==> src/rtl/evo_pkg.sv <==
// Shared definitions for the (1+lambda) evolution sequencer.
// Assumes: one clock domain, synchronous active-low reset everywhere.
package evo_pkg;

    typedef enum logic [2:0] {
        ST_IDLE,
        ST_FILL,
        ST_EVAL,
        ST_SELECT,
        ST_MUTATE,
        ST_DONE
    } evo_state_t;

    // Right-shifting Galois feedback mask, x^32 + x^22 + x^2 + x + 1.
    localparam logic [31:0] LFSR_TAPS     = 32'h8020_0003;
    localparam logic [31:0] LFSR_FALLBACK = 32'h0000_0001;

endpackage

==> src/rtl/evo_lfsr.sv <==
// 32-bit maximal-length Galois LFSR used as the random source.
// Loads a seed on request (zero seed replaced by a fixed nonzero value)
// and advances one step per cycle while step is high.
// Assumes load and step are never high together.
module evo_lfsr
    import evo_pkg::*;
(
    input  logic        clk,
    input  logic        rst_n,
    input  logic        load,
    input  logic [31:0] seed,
    input  logic        step,
    output logic [31:0] q
);

    logic [31:0] q_q;

    // Seed load or one Galois shift per enabled cycle.
    always_ff @(posedge clk) begin
        if (!rst_n) begin
            q_q <= LFSR_FALLBACK;
        end else if (load) begin
            q_q <= (seed == '0) ? LFSR_FALLBACK : seed;
        end else if (step) begin
            q_q <= {1'b0, q_q[31:1]} ^ (q_q[0] ? LFSR_TAPS : 32'h0);
        end
    end

    assign q = q_q;

    // the generator never falls into the all-zero lock-up state.
    a_r2_lfsr_nonzero: assert property (@(posedge clk) disable iff (!rst_n)
        q_q != 32'h0);

endmodule

==> src/rtl/evo_flip_pick.sv <==
// Turns 16 random bits into a one-hot gene-flip mask.
// The gene index is the random fraction scaled by CHROM_W, which avoids a
// modulo divider. Assumes CHROM_W >= 2.
module evo_flip_pick #(
    parameter int CHROM_W = 64
) (
    input  logic [15:0]        rnd,
    output logic [CHROM_W-1:0] mask
);

    localparam int IW = $clog2(CHROM_W);

    logic [IW-1:0] idx;

    // Scale the random fraction onto the gene range, then decode it.
    always_comb begin
        idx  = IW'((32'(rnd) * CHROM_W) >> 16);
        mask = {{(CHROM_W-1){1'b0}}, 1'b1} << idx;
    end

endmodule

==> src/rtl/evo_best_track.sv <==
// Running record of the best individual within a generation.
// clr starts a run (fitness zero, parent slot), rebase keeps the fitness
// but points back at the parent after selection, upd offers one score.
// Equal scores replace the current best (neutral drift).
module evo_best_track #(
    parameter int FIT_W     = 16,
    parameter int SW        = 3,
    parameter int PARENT_ID = 5
) (
    input  logic             clk,
    input  logic             rst_n,
    input  logic             clr,
    input  logic             rebase,
    input  logic             upd,
    input  logic [SW-1:0]    upd_idx,
    input  logic [FIT_W-1:0] upd_fit,
    output logic [SW-1:0]    best_idx,
    output logic [FIT_W-1:0] best_fit
);

    logic [SW-1:0]    idx_q;
    logic [FIT_W-1:0] fit_q;

    // Keep the highest score seen, the later one on a tie.
    always_ff @(posedge clk) begin
        if (!rst_n || clr) begin
            idx_q <= SW'(PARENT_ID);
            fit_q <= '0;
        end else if (rebase) begin
            idx_q <= SW'(PARENT_ID);
        end else if (upd && upd_fit >= fit_q) begin
            idx_q <= upd_idx;
            fit_q <= upd_fit;
        end
    end

    assign best_idx = idx_q;
    assign best_fit = fit_q;

    // an equal or better score takes over as best.
    a_r6_take_equal_or_better: assert property (@(posedge clk) disable iff (!rst_n)
        (upd && !clr && !rebase && upd_fit >= best_fit)
        |=> (best_idx == $past(upd_idx) && best_fit == $past(upd_fit)));

    // a worse score leaves the best untouched.
    a_r7_keep_parent_on_worse: assert property (@(posedge clk) disable iff (!rst_n)
        (upd && !clr && !rebase && upd_fit < best_fit)
        |=> ($stable(best_idx) && $stable(best_fit)));

    // the best fitness only rises during a run.
    a_r7_fit_monotone: assert property (@(posedge clk) disable iff (!rst_n)
        !clr |=> best_fit >= $past(best_fit));

endmodule

==> src/rtl/evo_one_plus_lambda.sv <==
// (1+lambda) evolution sequencer.
// Fills LAMBDA slots from the LFSR, offers each to an evaluator, keeps the
// fittest as parent, then refills every slot with a FLIPS-gene mutant of
// the parent, one flip per cycle. Stops on target fitness or MAX_GEN.
// Assumes the evaluator answers each offer with a one-cycle fit_valid.
module evo_one_plus_lambda
    import evo_pkg::*;
#(
    parameter int CHROM_W = 64,
    parameter int LAMBDA  = 5,
    parameter int FIT_W   = 16,
    parameter int MAX_GEN = 5000,
    parameter int MUT_PCT = 5
) (
    input  logic                         clk,
    input  logic                         rst_n,
    input  logic                         start,
    input  logic [31:0]                  seed,
    input  logic [FIT_W-1:0]             target_fit,
    output logic                         eval_valid,
    output logic [CHROM_W-1:0]           eval_chrom,
    input  logic                         fit_valid,
    input  logic [FIT_W-1:0]             fit_value,
    output logic                         done,
    output logic [CHROM_W-1:0]           best_chrom,
    output logic [FIT_W-1:0]             best_fit,
    output logic [$clog2(MAX_GEN+1)-1:0] gen_count
);

    localparam int FLIPS_RAW = (CHROM_W * MUT_PCT + 50) / 100;
    localparam int FLIPS     = (FLIPS_RAW < 1) ? 1 : FLIPS_RAW;
    localparam int CHUNKS    = (CHROM_W + 31) / 32;
    localparam int CNT_MAX   = (CHUNKS > FLIPS) ? CHUNKS : FLIPS;
    localparam int CW        = $clog2(CNT_MAX + 1);
    localparam int SW        = $clog2(LAMBDA + 1);
    localparam int GW        = $clog2(MAX_GEN + 1);
    localparam int PARENT_ID = LAMBDA;

    evo_state_t       state_q;
    logic [SW-1:0]    cur_q;
    logic [CW-1:0]    cnt_q;
    logic [GW-1:0]    gen_q;
    logic [CHROM_W-1:0] parent_q;
    logic [CHROM_W-1:0] slot_q [LAMBDA];

    logic [31:0]        rnd;
    logic [CHROM_W-1:0] flip_mask;
    logic [CHROM_W-1:0] fill_word;
    logic [SW-1:0]      trk_idx;
    logic [FIT_W-1:0]   trk_fit;
    logic               run_clr;
    logic               last_cnt_fill, last_cnt_mut, last_slot;

    assign run_clr = start && (state_q == ST_IDLE || state_q == ST_DONE);

    evo_lfsr u_lfsr (
        .clk   (clk),
        .rst_n (rst_n),
        .load  (run_clr),
        .seed  (seed),
        .step  (state_q == ST_FILL || state_q == ST_MUTATE),
        .q     (rnd)
    );

    evo_flip_pick #(.CHROM_W(CHROM_W)) u_flip (
        .rnd  (rnd[15:0]),
        .mask (flip_mask)
    );

    evo_best_track #(.FIT_W(FIT_W), .SW(SW), .PARENT_ID(PARENT_ID)) u_best (
        .clk      (clk),
        .rst_n    (rst_n),
        .clr      (run_clr),
        .rebase   (state_q == ST_SELECT),
        .upd      (state_q == ST_EVAL && fit_valid),
        .upd_idx  (cur_q),
        .upd_fit  (fit_value),
        .best_idx (trk_idx),
        .best_fit (trk_fit)
    );

    // Shift one 32-bit random word into the slot being filled.
    generate
        if (CHROM_W > 32) begin : g_wide_fill
            assign fill_word = {slot_q[cur_q][CHROM_W-33:0], rnd};
        end else begin : g_narrow_fill
            assign fill_word = rnd[CHROM_W-1:0];
        end
    endgenerate

    // Decode the end of a per-slot step sequence and of the slot sweep.
    always_comb begin
        last_cnt_fill = (cnt_q == CW'(CHUNKS - 1));
        last_cnt_mut  = (cnt_q == CW'(FLIPS - 1));
        last_slot     = (cur_q == SW'(LAMBDA - 1));
    end

    // Sequencer: fill, evaluate, select, mutate, until a stop condition.
    always_ff @(posedge clk) begin
        if (!rst_n) begin
            state_q  <= ST_IDLE;
            cur_q    <= '0;
            cnt_q    <= '0;
            gen_q    <= '0;
            parent_q <= '0;
        end else begin
            case (state_q)
                ST_IDLE, ST_DONE: begin
                    if (start) begin
                        state_q <= ST_FILL;
                        cur_q   <= '0;
                        cnt_q   <= '0;
                        gen_q   <= '0;
                    end
                end
                ST_FILL: begin
                    slot_q[cur_q] <= fill_word;
                    if (last_cnt_fill) begin
                        cnt_q <= '0;
                        if (last_slot) begin
                            cur_q   <= '0;
                            state_q <= ST_EVAL;
                        end else begin
                            cur_q <= cur_q + 1'b1;
                        end
                    end else begin
                        cnt_q <= cnt_q + 1'b1;
                    end
                end
                ST_EVAL: begin
                    if (fit_valid) begin
                        if (last_slot) state_q <= ST_SELECT;
                        else           cur_q   <= cur_q + 1'b1;
                    end
                end
                ST_SELECT: begin
                    if (trk_idx != SW'(PARENT_ID)) parent_q <= slot_q[trk_idx];
                    if (trk_fit >= target_fit || gen_q == GW'(MAX_GEN)) begin
                        state_q <= ST_DONE;
                    end else begin
                        state_q <= ST_MUTATE;
                        cur_q   <= '0;
                        cnt_q   <= '0;
                    end
                end
                ST_MUTATE: begin
                    slot_q[cur_q] <= ((cnt_q == '0) ? parent_q : slot_q[cur_q]) ^ flip_mask;
                    if (last_cnt_mut) begin
                        cnt_q <= '0;
                        if (last_slot) begin
                            cur_q   <= '0;
                            gen_q   <= gen_q + 1'b1;
                            state_q <= ST_EVAL;
                        end else begin
                            cur_q <= cur_q + 1'b1;
                        end
                    end else begin
                        cnt_q <= cnt_q + 1'b1;
                    end
                end
                default: state_q <= ST_IDLE;
            endcase
        end
    end

    assign eval_valid = (state_q == ST_EVAL);
    assign eval_chrom = slot_q[cur_q];
    assign done       = (state_q == ST_DONE);
    assign best_chrom = parent_q;
    assign best_fit   = trk_fit;
    assign gen_count  = gen_q;

    // an unanswered offer is held steady.
    a_r4_hold_offer: assert property (@(posedge clk) disable iff (!rst_n)
        (eval_valid && !fit_valid) |=> (eval_valid && $stable(eval_chrom)));

    // reaching the target at selection ends the run.
    a_r8_stop_on_target: assert property (@(posedge clk) disable iff (!rst_n)
        (state_q == ST_SELECT && trk_fit >= target_fit) |=> done);

    // the generation count never passes its limit.
    a_r9_gen_bound: assert property (@(posedge clk) disable iff (!rst_n)
        gen_count <= GW'(MAX_GEN));

    // results stay frozen while finished and not restarted.
    a_r10_done_holds: assert property (@(posedge clk) disable iff (!rst_n)
        (done && !start) |=> (done && $stable(best_chrom) && $stable(best_fit)));

endmodule

==> config.mk <==
export PLATFORM = sky130hd
export DESIGN_NAME = evo_one_plus_lambda
export DESIGN_NICKNAME = d
export VERILOG_FILES = /design/src/rtl/evo_pkg.sv /design/src/rtl/evo_lfsr.sv /design/src/rtl/evo_flip_pick.sv /design/src/rtl/evo_best_track.sv /design/src/rtl/evo_one_plus_lambda.sv
export SDC_FILE = /design/constraint.sdc
export NUM_CORES = 1
export LEC_CHECK = 0
export BUFFER_PORTS_ARGS = -buffer_cell sky130_fd_sc_hd__buf_2
export CAP_MARGIN = 20
export CELL_PAD_IN_SITES_DETAIL_PLACEMENT = 0
export CELL_PAD_IN_SITES_GLOBAL_PLACEMENT = 1
export CORE_MARGIN = 5
export CORE_UTILIZATION = 49
export DETAILED_ROUTE_END_ITERATION = 7
export PLACE_DENSITY_LB_ADDON = 0.25
export SLEW_MARGIN = 40
export SYNTH_ARGS = -nofsm -noshare
export SYNTH_HDL_FRONTEND = slang
export SYNTH_SLANG_ARGS = --single-unit
==> constraint.sdc <==
create_clock -name clk -period 11.1 [get_ports clk]
set_input_delay 2.22 -clock clk [delete_from_list [all_inputs] [get_ports clk]]
set_output_delay 2.22 -clock clk [all_outputs]
set_load 0.01 [all_outputs]
==> results of run 1 <==
==> placed cells by master, fill, tap and decap left out, types with 48 or more instances in the layout <==
cell       count
edfxtp_1     320
buf_2        226
nor2_1       204
dfxtp_1      133
mux4_2       128
mux2i_1      112
a21oi_1       99
nand2_1       90
inv_1         70
a211oi_1      68
o21ai_0       62
clkbuf_16     51
nand3_1       48
==> final timing paths <==
check / endpoint / slack [ns] / depth (start not counted)
worst max-delay path: eval_chrom[4] / 5.68 / 5
worst min-delay path: gen_count[12]$_SDFFE_PN0P_ / 0.48 / 2
worst max register to register: slot_q[4][42]$_DFFE_PP_ / 7.33 / 7
worst min register to register: gen_count[12]$_SDFFE_PN0P_ / 0.48 / 2
==> Yosys cell counts (10+ instances only) <==
cell type	n	area [um2]
xnor2_1	25	219
a211oi_1	68	510
mux2i_1	112	1120
o21ai_0	62	310
inv_1	71	267
mux2_2	20	225
nand2b_1	17	106
nand3_1	48	240
xor2_1	45	394
nor4_1	20	125
nor3_1	49	245
mux2i_4	17	383
o22ai_1	33	206
a21oi_1	99	495
edfxtp_1	320	9610
clkbuf_1	71	267
buf_2	24	120
nor2b_1	10	62.6
buf_4	38	285
dfxtp_1	139	2780
mux2_4	17	255
nand2_1	92	345
mux4_2	128	2880
ha_1	36	450
nor2_1	205	769
buf_1	19	71.3
==> metal layers <==
| layer | up-vias | track usage (%) | wire length (um) |
|---|---|---|---|
| li1 | 7299 | - | - |
| met1 | 8088 | 36.7 | 29200 |
| met2 | 614 | 38.4 | 30700 |
| met3 | 84 | 6.27 | 6120 |
| met4 | 0 | 5.84 | 1520 |
| met5 | - | 0 | 0 |
==> state kept, by name (all words and copies together) (netlist names), named ones only <==
| signal | flops |
|---|---|
| cur_q | 3 |
| u_lfsr.q | 32 |
| gen_count | 13 |
| u_best.best_idx | 3 |
| u_best.best_fit | 16 |
| state_q | 3 |
| best_chrom | 64 |
| slot_q | 320 |
| cnt_q | 2 |
==> final cells by class <==
cell class,count,area [um2],share of cell area (%)
multi-input combinational,1174,9990,37.8
inverter,71,268,1.01
tap,615,769,2.91
timing repair buffer,256,1390,5.26
clock buffer,74,1400,5.31
clock inverter,18,194,0.734
sequential,459,12400,47.0
==> power groups by stage <==
stage | Combinational [mW] | Clock [mW] | Sequential (mW)
final | 1.97 | 1.64 | 2.35
after floorplan | 1.50 | 0 | 2.29
after global routing | 2.14 | 1.74 | 2.38
after detailed placement | 1.97 | 0 | 2.39
after CTS | 1.97 | 1.66 | 2.35
after global placement | 1.93 | 0 | 2.38
==> stage by stage <==
step	setup WS (ns)	power [mW]	area [um2]
after floorplan	1.63	3.80	23400
after global placement	5.68	4.31	24800
after detailed placement	5.60	4.35	24800
after CTS	5.64	5.99	26400
after global routing	5.51	6.25	26400
final	5.68	5.96	26400
==> tightest hold or removal path, stage by stage (launching register included) <==
cell and delay, ns:
dfxtp_1 0.32, nand2_1 0.06, mux2i_1 0.05
==> logic make-up after synthesis <==
group | share of synthesized area (%)
flip-flops | 52.9
AND/OR/NAND/NOR | 8.99
adder cells (fa/ha/maj) | 1.96
XOR/XNOR | 2.62
buffers and inverters | 4.75
AO/OA/AOI/OAI | 8.04
multiplexers | 20.8
==> flow_metrics.env, run 1 <==
export IMPL_period_share_pct=48.8
export IMPL_hold_viol=0
export IMPL_fmax_ghz=0.185
export IMPL_die_y_um=229
export IMPL_synth_net_count=1969
export IMPL_dieArea_um2=52300
export IMPL_clkTransAtPathRegs_ns=0.06
export IMPL_status="completed"
export IMPL_relSlewSlack_pct=42.0
export IMPL_cts_hold_buf=0
export IMPL_syn_cell_area_um2=23400
export IMPL_worst_clock_skew_ns=0.0145
export IMPL_io_pins=227
export IMPL_slowest_delay_ns=0.89
export IMPL_cts_sinks=459
export IMPL_hp_start="gen_count[12]$_SDFFE_PN0P_"
export IMPL_worst_setup_path_end_kind="output port"
export IMPL_rsz0062_at_grt="false"
export IMPL_worstSetupPathType="reg2out"
export IMPL_groute_usage_overall_pct=25.1
export IMPL_grt_max_degree=78
export IMPL_startpoint_type="flop"
export IMPL_p_int_mw=3.91
export IMPL_cts_tree="built"
export IMPL_p_clk_share_pct=27.5
export IMPL_clk_path_buf_depth=3
export IMPL_ys_types=68
export IMPL_critPathArrivalTime_ns=3.20
export IMPL_syn_inst=1865
export IMPL_cts_buffers=49
export IMPL_clk_latency_ns=0.58
export IMPL_tightest_slew_ns=0.870
export IMPL_cpMaxStageDelayCell="dfxtp_2"
export IMPL_antenna_found_initial=2
export IMPL_yosys_warnings=0
export IMPL_final_min_clock_period_ns=5.42
export IMPL_cp_required_ns=8.88
export IMPL_cts_root_buf="clkbuf_16"
export IMPL_wl_per_cell_um=25.3
export IMPL_dpl_hpwl_um=45600
export IMPL_hold_ws_ns=0.480
export IMPL_ys_seq_elements=459
export IMPL_power_switching_mw=2.06
export IMPL_row_count=80
export IMPL_grt_pass1_vias=15400
export IMPL_crit_family="buffers and inverters"
export IMPL_start_util_pct=49.3
export IMPL_synthArstFlopShare_pct=0
export IMPL_drt_pass1_iter_count=5
export IMPL_setup_viol=0
export IMPL_power_density_nw_per_um2=226
export IMPL_gp_congestion=0.850
export IMPL_postCtsSetupRepairBufs=0
export IMPL_die_w_um=229
export IMPL_avgViaCountPerCell=6.03
export IMPL_path_buf_inv=3
export IMPL_num_vias=16100
export IMPL_coreArea_um2=47500
export IMPL_fill_cells=3916
export IMPL_seq_area_frac_synth_pct=52.9
export IMPL_antenna_left=0
export IMPL_cts_max_level=2
export IMPL_drive_above_1_share_pct=26.2
export IMPL_dp_cells=2575
export IMPL_drcViolationCount=0
export IMPL_peakVddDrop_mv=0.162
export IMPL_synth_flop_cell="edfxtp_1"
export IMPL_pwr_share_comb_pct=33.1
export IMPL_grt_pass1_wl_um=101000
export IMPL_fin_nets=2115
export IMPL_ctsResizeCount=0
export IMPL_path_cells="buf_4, mux4_2, mux2i_1, inv_1, buf_2"
export IMPL_synth_avg_cell_area_um2=12.6
export IMPL_hold_path_class="reg2reg"
export IMPL_power_frac_seq_pct=39.4
export IMPL_timing_max_cap_violations=0
export IMPL_globalRouteOverflowTotal=0
export IMPL_port_buffers=226
export IMPL_drt_iter0_markers=1396
export IMPL_syn2layout_area_growth_pct=12.7
export IMPL_synth_edf_count=320
export IMPL_finalCoreUtilization_pct=55.6
export IMPL_switching_share_pct=34.5
export IMPL_p_leak_nw=9.54
export IMPL_totalWireLength_um=67500
export IMPL_fin_tns_setup_ns=0
export IMPL_slew_violations=0
export IMPL_fin_cells=2667
export IMPL_n_antenna_cell=0
export IMPL_crit_fanout=36
Note: power is estimated with default switching activity, not from simulation.
==> run 2, diff against run 1 <==
CORE_UTILIZATION = 44   (was 49)
clock period = 4.5 ns   (was 11.1 ns; I/O delays follow)
==> flow_metrics.env, run 2 (synthesis gave the netlist of run 1 again) <==
export IMPL_top_register="slot_q"
export IMPL_p_leak_nw=9.66
export IMPL_slew_violations=0
export IMPL_fin_nets=2129
export IMPL_fmax_ghz=0.251
export IMPL_cts_sinks=459
export IMPL_cp_required_ns=3.60
export IMPL_grt_pass1_vias=16300
export IMPL_power_frac_seq_pct=38.8
export IMPL_power_switching_mw=5.23
export IMPL_start_util_pct=44.5
export IMPL_path_cells="buf_12, mux4_2, mux2i_1, inv_1, buf_2"
export IMPL_gp_congestion=0.808
export IMPL_fill_cells=4560
export IMPL_postCtsSetupRepairBufs=0
export IMPL_hold_ws_ns=0.497
export IMPL_wl_per_cell_um=26.1
export IMPL_row_count=84
export IMPL_worst_clock_skew_ns=0.0241
export IMPL_multi_input_area_um2=10100
export IMPL_antenna_found_initial=0
export IMPL_cts_buffers=50
export IMPL_peakVddDrop_mv=0.311
export IMPL_worstSetupPathType="reg2out"
export IMPL_path_buf_inv=3
export IMPL_clkTransAtPathRegs_ns=0.06
export IMPL_cts_hold_buf=0
export IMPL_power_density_nw_per_um2=557
export IMPL_grt_pass1_wl_um=106000
export IMPL_globalRouteOverflowTotal=0
export IMPL_drt_iter0_markers=1545
export IMPL_tightest_slew_ns=0.908
export IMPL_drt_pass1_iter_count=7
export IMPL_startpoint_type="flop"
export IMPL_die_w_um=241
export IMPL_switching_share_pct=34.9
export IMPL_avgViaCountPerCell=5.98
export IMPL_crit_family="multiplexers"
export IMPL_die_y_um=241
export IMPL_p_int_mw=9.74
export IMPL_timing_max_cap_violations=0
export IMPL_clk_latency_ns=0.60
export IMPL_grt_max_degree=129
export IMPL_clk_path_buf_depth=3
export IMPL_hold_viol=0
export IMPL_ctsResizeCount=0
export IMPL_groute_usage_overall_pct=24.4
export IMPL_register_area_um2=12400
export IMPL_coreArea_um2=52700
export IMPL_cts_tree="built"
export IMPL_final_cell_mix="edfxtp_1 (320), buf_2 (226), nor2_1 (204)"
export IMPL_dieArea_um2=58000
export IMPL_rsz0062_at_grt="false"
export IMPL_port_buffers=226
export IMPL_drcViolationCount=0
export IMPL_io_pins=227
export IMPL_relSlewSlack_pct=37.7
export IMPL_drive_above_1_share_pct=27.0
export IMPL_final_min_clock_period_ns=3.98
export IMPL_critPathArrivalTime_ns=3.08
export IMPL_pwr_share_comb_pct=34.1
export IMPL_largest_register_ff_count=320
export IMPL_status="completed"
export IMPL_p_clk_share_pct=27.1
export IMPL_num_vias=16500
export IMPL_hold_path_class="reg2reg"
export IMPL_antenna_left=0
export IMPL_dpl_hpwl_um=47300
export IMPL_cts_root_buf="clkbuf_16"
export IMPL_n_antenna_cell=0
export IMPL_cts_max_level=2
export IMPL_period_share_pct=88.6
export IMPL_crit_fanout=25
export IMPL_p_total_mw=15.0
export IMPL_syn2layout_area_growth_pct=14.7
export IMPL_cpMaxStageDelayCell="dfxtp_4"
export IMPL_setup_viol=0
export IMPL_slowest_delay_ns=0.69
export IMPL_final_common_cell="edfxtp_1"
export IMPL_totalWireLength_um=72000
export IMPL_worst_setup_path_end_kind="output port"
run 2: changes by cell type in the layout (fill, tap and decap cells not counted), sizes merged:
cell,before,now
inv,72,73
clkinvlp,1,2
buf,256,269
clkbuf,74,76
clkinv,12,10
run 2: worst reg2reg max path: cells and delay by family, from the launching register on:
| family | cells | cell delay, ns |
|---|---|---|
| compound gates | 1 | 0.34 |
| xor+xnor | 1 | 0.16 |
| buf+inv | 2 | 0.74 |
| flops | 1 | 0.69 |
| mux | 3 | 1.08 |
| simple gates | 1 | 0.05 |
run 2: final timing paths:
kind | to | start | slack, ns | cells after the start
min reg2reg | gen_count[12]$_SDFFE_PN0P_ | gen_count[12]$_SDFFE_PN0P_ | 0.50 | 2
max | eval_chrom[10] | flop | 0.52 | 5
min | gen_count[12]$_SDFFE_PN0P_ | gen_count[12]$_SDFFE_PN0P_ | 0.50 | 2
max reg2reg | slot_q[2][59]$_DFFE_PP_ | flop | 1.21 | 8
run 2: through the flow:
| step | instance area [um2] | cells | TNS [ns] | utilization (%) | setup WS (ns) |
|---|---|---|---|---|---|
| after floorplan | 23500 | 1865 | -19.31 | - | -0.0754 |
| after global placement | 25200 | 2656 | 0 | 47.8 | 1.15 |
| after detailed placement | 25200 | 2660 | 0 | 47.9 | 1.12 |
| after CTS | 26800 | 2754 | 0 | 51.0 | 0.474 |
| after global routing | 26900 | 2755 | 0 | 51.0 | 0.366 |
| final | 26900 | 2755 | 0 | 51.0 | 0.515 |
run 2: final cells by class:
| type | instances | share of cell area [%] |
|---|---|---|
| timing repair buffer | 269 | 6.24 |
| multi-input combinational | 1174 | 37.4 |
| sequential | 459 | 46.2 |
| tap | 688 | 3.20 |
| clock inverter | 18 | 0.801 |
| inverter | 71 | 0.996 |
| clock buffer | 76 | 5.17 |
run 2: layer usage:
metal,track usage [%],part of all wire (%)
met3,4.43,8.2
met1,35.6,43
met2,38.2,46
met4,6.62,2.7
met5,0,0
run 2: power groups by stage:
stage,combinational [mW],clock (mW),sequential [mW]
6_report,5.10,4.06,5.81
5_1_grt,5.49,4.31,5.87
4_1_cts,5.09,4.13,5.81
3_5_place_dp,5.07,0,5.89
3_3_place_gp,4.95,0,5.87
2_1_floorplan,3.72,0,5.64
